`config.mk`:
```
export PLATFORM = sky130hd
export DESIGN_NAME = cfgld_loader
export DESIGN_NICKNAME = d
export VERILOG_FILES = /design/src/rtl/cfgld_pkg.sv /design/src/rtl/cfgld_crc_bank.sv /design/src/rtl/cfgld_ctrl.sv /design/src/rtl/cfgld_loader.sv
export SDC_FILE = /design/constraint.sdc
export NUM_CORES = 1
export LEC_CHECK = 0
export CORE_UTILIZATION = 68
export DETAILED_ROUTE_END_ITERATION = 16
export DONT_BUFFER_PORTS = 1
export PLACE_DENSITY = 0.83
export SKIP_CTS_REPAIR_TIMING = 1
export SYNTH_ARGS = -nofsm -noshare
export SYNTH_HDL_FRONTEND = slang
export SYNTH_SLANG_ARGS = --single-unit
```
`constraint.sdc`:
```
create_clock -name clk -period 16.8 [get_ports clk]
set_input_delay 5.04 -clock clk [delete_from_list [all_inputs] [get_ports clk]]
set_output_delay 5.04 -clock clk [all_outputs]
set_load 0.01 [all_outputs]
```
`src/rtl/cfgld_pkg.sv`:
```
package cfgld_pkg;

    typedef enum logic [3:0] {
        ST_IDLE, ST_HDR, ST_LEN, ST_HCRC, ST_PAY, ST_PCRC, ST_GCRC, ST_DONE, ST_FAIL
    } ld_state_t;

    typedef enum logic [1:0] {
        EC_NONE = 2'd0,
        EC_HDR  = 2'd1,
        EC_PAY  = 2'd2,
        EC_GLB  = 2'd3
    } ld_err_t;

    localparam logic [31:0] CRC_POLY_REV = 32'hEDB8_8320;
    localparam logic [31:0] CRC_SEED     = 32'hFFFF_FFFF;

    // One word into a reflected CRC-32 register, bit 0 of byte 0 first.
    function automatic logic [31:0] crc_step(input logic [31:0] c_in, input logic [31:0] d);
        logic [31:0] c;
        logic        fb;
        c = c_in;
        for (int i = 0; i < 32; i++) begin
            fb = c[0] ^ d[i];
            c  = {1'b0, c[31:1]} ^ (fb ? CRC_POLY_REV : 32'h0);
        end
        return c;
    endfunction

endpackage

```
`src/rtl/cfgld_crc_bank.sv`:
```
module cfgld_crc_bank
    import cfgld_pkg::*;
#(
    parameter int NUM_ACC = 3
) (
    input  logic               clk,
    input  logic               rst_n,
    input  logic [31:0]        din,
    input  logic [NUM_ACC-1:0] seed,
    input  logic [NUM_ACC-1:0] step,
    output logic [NUM_ACC-1:0] match
);

    logic [31:0] acc [NUM_ACC];

    for (genvar g = 0; g < NUM_ACC; g++) begin : g_acc
        always_ff @(posedge clk) begin
            if (!rst_n) begin
                acc[g] <= CRC_SEED;
            end else if (seed[g]) begin
                acc[g] <= crc_step(CRC_SEED, din);
            end else if (step[g]) begin
                acc[g] <= crc_step(acc[g], din);
            end
        end
        assign match[g] = (din == ~acc[g]);
    end

endmodule

```
`src/rtl/cfgld_ctrl.sv`:
```
module cfgld_ctrl
    import cfgld_pkg::*;
(
    input  logic      clk,
    input  logic      rst_n,
    input  logic      in_valid,
    input  logic      in_restart,
    input  logic      id_ok,
    input  logic      len_zero,
    input  logic      last_word,
    input  logic      hdr_ok,
    input  logic      pay_ok,
    input  logic      glb_ok,
    output ld_state_t state
);

    ld_state_t nxt;

    always_ff @(posedge clk) begin
        if (!rst_n) state <= ST_IDLE;
        else        state <= nxt;
    end

    always_comb begin
        nxt = state;
        if (in_valid && in_restart && state != ST_DONE) begin
            nxt = id_ok ? ST_HDR : ST_IDLE;
        end else if (in_valid && !in_restart) begin
            unique case (state)
                ST_IDLE, ST_DONE, ST_FAIL: nxt = state;
                ST_HDR:  nxt = ST_LEN;
                ST_LEN:  nxt = len_zero ? ST_GCRC : ST_HCRC;
                ST_HCRC: nxt = hdr_ok ? ST_PAY : ST_FAIL;
                ST_PAY:  nxt = last_word ? ST_PCRC : ST_PAY;
                ST_PCRC: nxt = pay_ok ? ST_HDR : ST_FAIL;
                ST_GCRC: nxt = glb_ok ? ST_DONE : ST_FAIL;
                default: nxt = ST_IDLE;
            endcase
        end
    end

endmodule

```
`src/rtl/cfgld_loader.sv`:
```
module cfgld_loader
    import cfgld_pkg::*;
#(
    parameter logic [31:0] DEV_ID = 32'hC0F1_6A01,
    parameter int          LENW   = 16
) (
    input  logic            clk,
    input  logic            rst_n,
    input  logic            in_valid,
    input  logic            in_restart,
    input  logic [31:0]     in_data,
    output logic            tw_valid,
    output logic [7:0]      tw_block,
    output logic [LENW-1:0] tw_offset,
    output logic [31:0]     tw_data,
    output logic            tw_commit,
    output logic [7:0]      tw_commit_block,
    output logic            busy,
    output logic            configured,
    output logic            error,
    output logic [1:0]      error_code
);

    localparam int ACC_HDR = 0;
    localparam int ACC_PAY = 1;
    localparam int ACC_GLB = 2;
    localparam int NUM_ACC = 3;

    ld_state_t         state;
    logic [7:0]        blk_id;
    logic [LENW-1:0]   blk_len;
    logic [LENW-1:0]   off;
    logic [NUM_ACC-1:0] seed, step, match;
    logic              accept, restart, id_ok, len_zero, last_word;

    assign accept    = in_valid && !in_restart;
    assign restart   = in_valid && in_restart && state != ST_DONE;
    assign id_ok     = (in_data == DEV_ID);
    assign len_zero  = (in_data[LENW-1:0] == '0);
    assign last_word = ((off + 1'b1) == blk_len);

    assign seed[ACC_HDR] = accept && state == ST_HDR;
    assign seed[ACC_PAY] = accept && state == ST_PAY && off == '0;
    assign seed[ACC_GLB] = restart && id_ok;
    assign step[ACC_HDR] = accept && state == ST_LEN;
    assign step[ACC_PAY] = accept && state == ST_PAY;
    assign step[ACC_GLB] = accept && (state inside {ST_HDR, ST_LEN, ST_HCRC, ST_PAY, ST_PCRC});

    cfgld_crc_bank #(.NUM_ACC(NUM_ACC)) u_crc (
        .clk   (clk),
        .rst_n (rst_n),
        .din   (in_data),
        .seed  (seed),
        .step  (step),
        .match (match)
    );

    cfgld_ctrl u_ctrl (
        .clk        (clk),
        .rst_n      (rst_n),
        .in_valid   (in_valid),
        .in_restart (in_restart),
        .id_ok      (id_ok),
        .len_zero   (len_zero),
        .last_word  (last_word),
        .hdr_ok     (match[ACC_HDR]),
        .pay_ok     (match[ACC_PAY]),
        .glb_ok     (match[ACC_GLB]),
        .state      (state)
    );

    always_ff @(posedge clk) begin
        if (!rst_n) begin
            blk_id     <= '0;
            blk_len    <= '0;
            off        <= '0;
            configured <= 1'b0;
            error      <= 1'b0;
            error_code <= EC_NONE;
        end else if (restart) begin
            error      <= 1'b0;
            error_code <= EC_NONE;
        end else if (accept) begin
            unique case (state)
                ST_HDR: blk_id  <= in_data[31:24];
                ST_LEN: blk_len <= in_data[LENW-1:0];
                ST_HCRC: begin
                    off <= '0;
                    if (!match[ACC_HDR]) begin
                        error      <= 1'b1;
                        error_code <= EC_HDR;
                    end
                end
                ST_PAY: off <= off + 1'b1;
                ST_PCRC: begin
                    if (!match[ACC_PAY]) begin
                        error      <= 1'b1;
                        error_code <= EC_PAY;
                    end
                end
                ST_GCRC: begin
                    if (match[ACC_GLB]) begin
                        configured <= 1'b1;
                    end else begin
                        error      <= 1'b1;
                        error_code <= EC_GLB;
                    end
                end
                default: ;
            endcase
        end
    end

    always_comb begin
        tw_valid        = accept && state == ST_PAY;
        tw_block        = blk_id;
        tw_offset       = off;
        tw_data         = in_data;
        tw_commit       = accept && state == ST_PCRC && match[ACC_PAY];
        tw_commit_block = blk_id;
        busy            = !(state inside {ST_IDLE, ST_DONE, ST_FAIL});
    end

endmodule

```
Word-level counts from Yosys, hierarchy flattened. Memory sizes are Yosys's and may differ from the RTL's. Index checks and enable logic that the tools add are counted.

Latch bits: 0. Memory bits (writable): 96. Output and inout bits: 71. ROM bits: 0. Bits of input ports: 36. Bits in registers: 48. Memories: 1. Logic and storage cells: 496.

Mux-type cells: 174. Reduce and logical (&&, ||, !) cells: 29. Magnitude comparators: 0. Equal/unequal tests: 18. Multipliers: 0. $add $sub $neg: 1. Divide/modulo/power cells: 0. Shifts and indexed selects: 0. Bitwise operators: 266.

Memories: u_crc.acc (depth 3, width 32, read ports 3, clocked after Yosys merged registers in 0, write ports 3, RTL line cfgld_crc_bank.sv:14) `logic [31:0] acc [NUM_ACC];`.

Operators by type and width (number): $mux W32 (134); $xor A31 B32 Y32 (127); $xor A1 B1 Y1 (127); $eq A32 B32 Y1 (3); $not A32 Y32 (3); $eq A32 B32 Y1 const B (1); $logic_not A16 Y1 (2); $pmux W16 S2 (1); $not A31 Y31 (1); $pmux W4 S7 (1); $mux W1 (27); $mux W4 (5); $add A16 B1 Y16 const B (1); $eq A16 B16 Y1 (1); $eq A4 B3 Y1 const B (4); $logic_and A1 B1 Y1 (11); $reduce_and A3 Y1 (3); $eq A4 B2 Y1 const B (2); $ne A2 B2 Y1 const B (4); $mux W2 (3); $or A1 B1 Y1 (6); $pmux W2 S3 (1); $reduce_bool A3 Y1 (2); $reduce_and A5 Y1 (1); 14 further kinds (17).

Logic depth before layout (Yosys ltp). An unclocked memory read counts as a cell.

Word-level depth: 98. Gate-level depth with buffers: 15. Depth with buffers taken out: 12.

Hierarchy. From an unflattened synthesis, not the netlist that was laid out.

Cell total of the unflattened synthesis: 1877. Area total of the unflattened synthesis: 19834.0 µm².

By module, submodules not included: cfgld_crc_bank (cells each 1447, instances 1, seq. area each 2882.8 µm², area each 16547.1 µm²); cfgld_loader (cells each 384, instances 1, seq. area each 880.8 µm², area each 2906.5 µm²); cfgld_ctrl (cells each 46, instances 1, seq. area each 80.1 µm², area each 380.4 µm²).

Least setup slack after synthesis. Ideal clock, no wire load.

Path type: input to output. Start: in in_data[8]. End: out tw_commit. Data arrival time: 6763 ps. Cell stages on the path: 7. Buffers on the path: 2. Data required time: 11760 ps. Path slack: 4997 ps. Cells stage by stage: buf_2 buf_2 xnor2_1 nor4_1 nand4b_1 or3_1 nor4_1.

Word-level cells in the longest chain between the ends: 2.

Ends and longest elaborated chain: start: declaration (RTL line cfgld_loader.sv:11) `input logic [31:0] in_data,`; $eq A32 B32 Y1 (RTL line cfgld_crc_bank.sv:26) `assign match[g] = (din == ~acc[g]);`; $logic_and A1 B1 Y1 (RTL line cfgld_loader.sv:119) `tw_commit = accept && state == ST_PCRC && match[ACC_PAY];`; end: declaration (RTL line cfgld_loader.sv:16) `output logic tw_commit,`.

No other way between the ends.

Worst setup path in the final report. Same ends and word-level chain as after synthesis.

==> impl_metrics.json <==
{
  "outcome": "complete, no violations",
  "route.detailed.drc": 0,
  "finalSetupViolations": 0,
  "ctsRootBufferMaster": "clkbuf_16",
  "tns_ns": 0,
  "cts_sinks": 144,
  "r2r_slack_ns": 11.60,
  "rsz0062_at_grt": "false",
  "crit_arrival_ns": 6.81,
  "final_net_count": 1788,
  "cts_max_path_buffers": 2,
  "grt_pass1_vias": 13300,
  "critPathCaptureType": "output pin",
  "die-area_sq_um": 29010,
  "r2r_end": "u_crc.acc[2][27]",
  "cts_buffers": 17,
  "synth-seq-area-share_pct": 19.95,
  "fin_crit_ns": 11.85,
  "cts.reportedPaths.clkPinSlew_ns": 0.07,
  "critPathBufInv": 0,
  "hold_start": "blk_len[0]",
  "hold_viol": 0,
  "grt_max_degree": 40,
  "vias": 13690,
  "overflow": 0,
  "critPathMaxStageDelay_ns": 0.52,
  "gp_congestion": 1.031,
  "synth-edff-count": 96,
  "antenna_found_initial": 1,
  "ys_async_sr_fraction_pct": 0,
  "tightest_slew_ns": 1.374,
  "die_w_um": 170.3,
  "holdPathEnd": "blk_len[0]",
  "cp_slowest_cell": "nor4_1",
  "layout_commonest_cell": "xnor2_1",
  "ys.flop_type": "edfxtp_1",
  "routed_wirelength_um": 63820,
  "dpl_cell_area_sq_um": 19210,
  "fin_crit_sh_pct": 70.54,
  "maxSlewHeadroom_pct": 7.759,
  "die_h_um": 170.3,
  "worstPathCellList": "xnor2_1 > nor4_1 > nand4b_1 > or3_1 > nor4_1",
  "dr.first_iter.drc_count": 2190,
  "hpwl_um": 48740,
  "cp.required_ns": 11.76,
  "grt_usage_pct": 44.73,
  "port_buffers": 0,
  "ys_types": 60,
  "tritoncts": "built",
  "fmax_ghz": 0.08438,
  "ys_warn_count": 0,
  "hold_path_depth": 2,
  "htree_levels": 4,
  "grt_pass1_wl_um": 90950,
  "hold_class": "reg -> reg",
  "io_pins": 107,
  "slew_violations": 0,
  "antenna_left": 0,
  "worstReg2RegStart": "u_crc.acc[2][0]",
  "drive_above_1_share_pct": 6.963,
  "stdcell_area_sq_um": 19820,
  "ys_ff_latch": 144,
  "cp-start-kind": "input port",
  "drt_first_pass_iters": 8,
  "critPathKind": "in -> out",
  "mostFrequentLayoutCells": "699 x xnor2_1, 207 x xor2_1, 118 x xnor3_1",
  "whs_ns": 0.4671,
  "critPathMostFrequentCell": "nor4_1",
  "max-cap-violations": 0,
  "worstPathMaxFanout": 14,
  "finalClockSkew_ns": 0.01436,
  "fin_util_pct": 71.14,
  "r2r_cells": 10,
  "initial_core_util_pct": 69.17,
  "syn-num-nets": 1877,
  "wl_per_cell_um": 29.95,
  "avgSynthCellArea_sq_um": 10.54,
  "drt-vias-per-instance": 6.422,
  "netlist_area_sq_um": 19270,
  "num_rows": 61,
  "path_delay_family": "simple AND/OR/NAND/NOR gates",
  "clock_latency_ns": 0.44,
  "areaGrowthSynthToFinish_pct": 2.857,
  "syn_inst": 1828,
  "coreArea_sq_um": 27860
}
==> metal layers <==
layer / part of all wire [%] / global-route usage, % / vias to the layer above / routed length (um)
li1: - / - / 5862 / -
met1: 38 / 58.03 / 6698 / 24450
met2: 45 / 70.28 / 926 / 28480
met3: 11 / 8.860 / 197 / 6759
met4: 6.3 / 23.97 / 2 / 4051
met5: 0.13 / 2.087 / - / 82
==> cell families after synthesis <==
| family | after synthesis | synth area share (%) |
|---|---|---|
| and+or+nand+nor | 257 | 6.383 |
| xor gates and xnor gates | 1099 | 62.82 |
| buffers and inverters | 142 | 3.818 |
| muxes | 18 | 1.000 |
| adders and majority gates | 13 | 0.8442 |
| DFF | 144 | 19.95 |
| AOI/OAI and AO/OA | 155 | 5.188 |
==> Yosys cell counts (3+ instances only) <==
library cell,count,area [sq um]
clkbuf_1,61,229.0
inv_1,17,63.81
buf_2,12,60.06
xor3_1,17,404.1
edfxtp_1,96,2883
and2_1,4,25.02
xnor2_1,699,6122
nand2b_1,5,31.28
o211ai_1,13,97.59
ha_1,13,162.7
and3_1,13,81.33
xnor3_2,7,166.4
nand3_1,14,70.07
nor3_1,7,35.03
buf_4,48,360.4
nand4b_1,4,35.03
mux2i_1,8,80.08
or3_1,5,31.28
mux2_2,10,112.6
a22oi_1,49,367.9
dfxtp_1,48,960.9
a2bb2oi_1,3,26.28
xor2_1,207,1813
nor2b_1,5,31.28
nor2_1,59,221.5
xnor3_1,118,2658
o31ai_1,5,37.54
xor2_4,4,110.1
nand2_1,94,352.8
xnor2_2,27,439.2
nand4_1,10,62.56
o22a_1,3,26.28
xor2_2,14,227.7
a21oi_1,33,165.2
nor4_1,27,168.9
o21ai_0,36,180.2
xnor2_4,5,137.6
==> state kept, by name, indices dropped and copies added, names as in the netlist <==
register,flops
u_crc.acc,96
blk_len,16
tw_offset,16
tw_block,8
u_ctrl.state,4
error_code,2
configured,1
error,1
==> worst max path at each step <==
stage | depth (start not counted) | endpoint | slack (ns) | from
finish | 5 | tw_commit | 4.95 | in_data[8]
floorplan | 7 | tw_commit | 5.00 | in_data[8]
detailed placement | 5 | tw_commit | 4.99 | in_data[8]
CTS | 5 | tw_commit | 4.99 | in_data[8]
global route | 5 | tw_commit | 4.90 | in_data[8]
global placement | 5 | tw_commit | 4.98 | in_data[8]
==> worst min-delay path, stage by stage, from the launching register on <==
cell	delay (ns)
dfxtp_1	0.32
nand2_1	0.05
a21oi_1	0.05
==> metrics by stage <==
stage	worst slack, ns	std cells
after global placement	4.983	2098
after detailed placement	4.985	2098
after global routing	4.905	2130
after floorplan	4.997	1828
after CTS	4.989	2130
final	4.949	2131
==> layout make-up <==
class | count | area, sq um
clock inverters | 15 | 183.9
repair buffers | 16 | 120.1
well taps | 378 | 473.0
diodes | 1 | 2.502
multi-input cells | 1542 | 14700
flip-flops and latches | 144 | 3844
fillers | 2129 | 8039
clock buffers | 17 | 425.4
inverters | 18 | 67.56
Power is not shown: default switching activity piles up to over one toggle a cycle in this logic, so the estimate is an artifact.
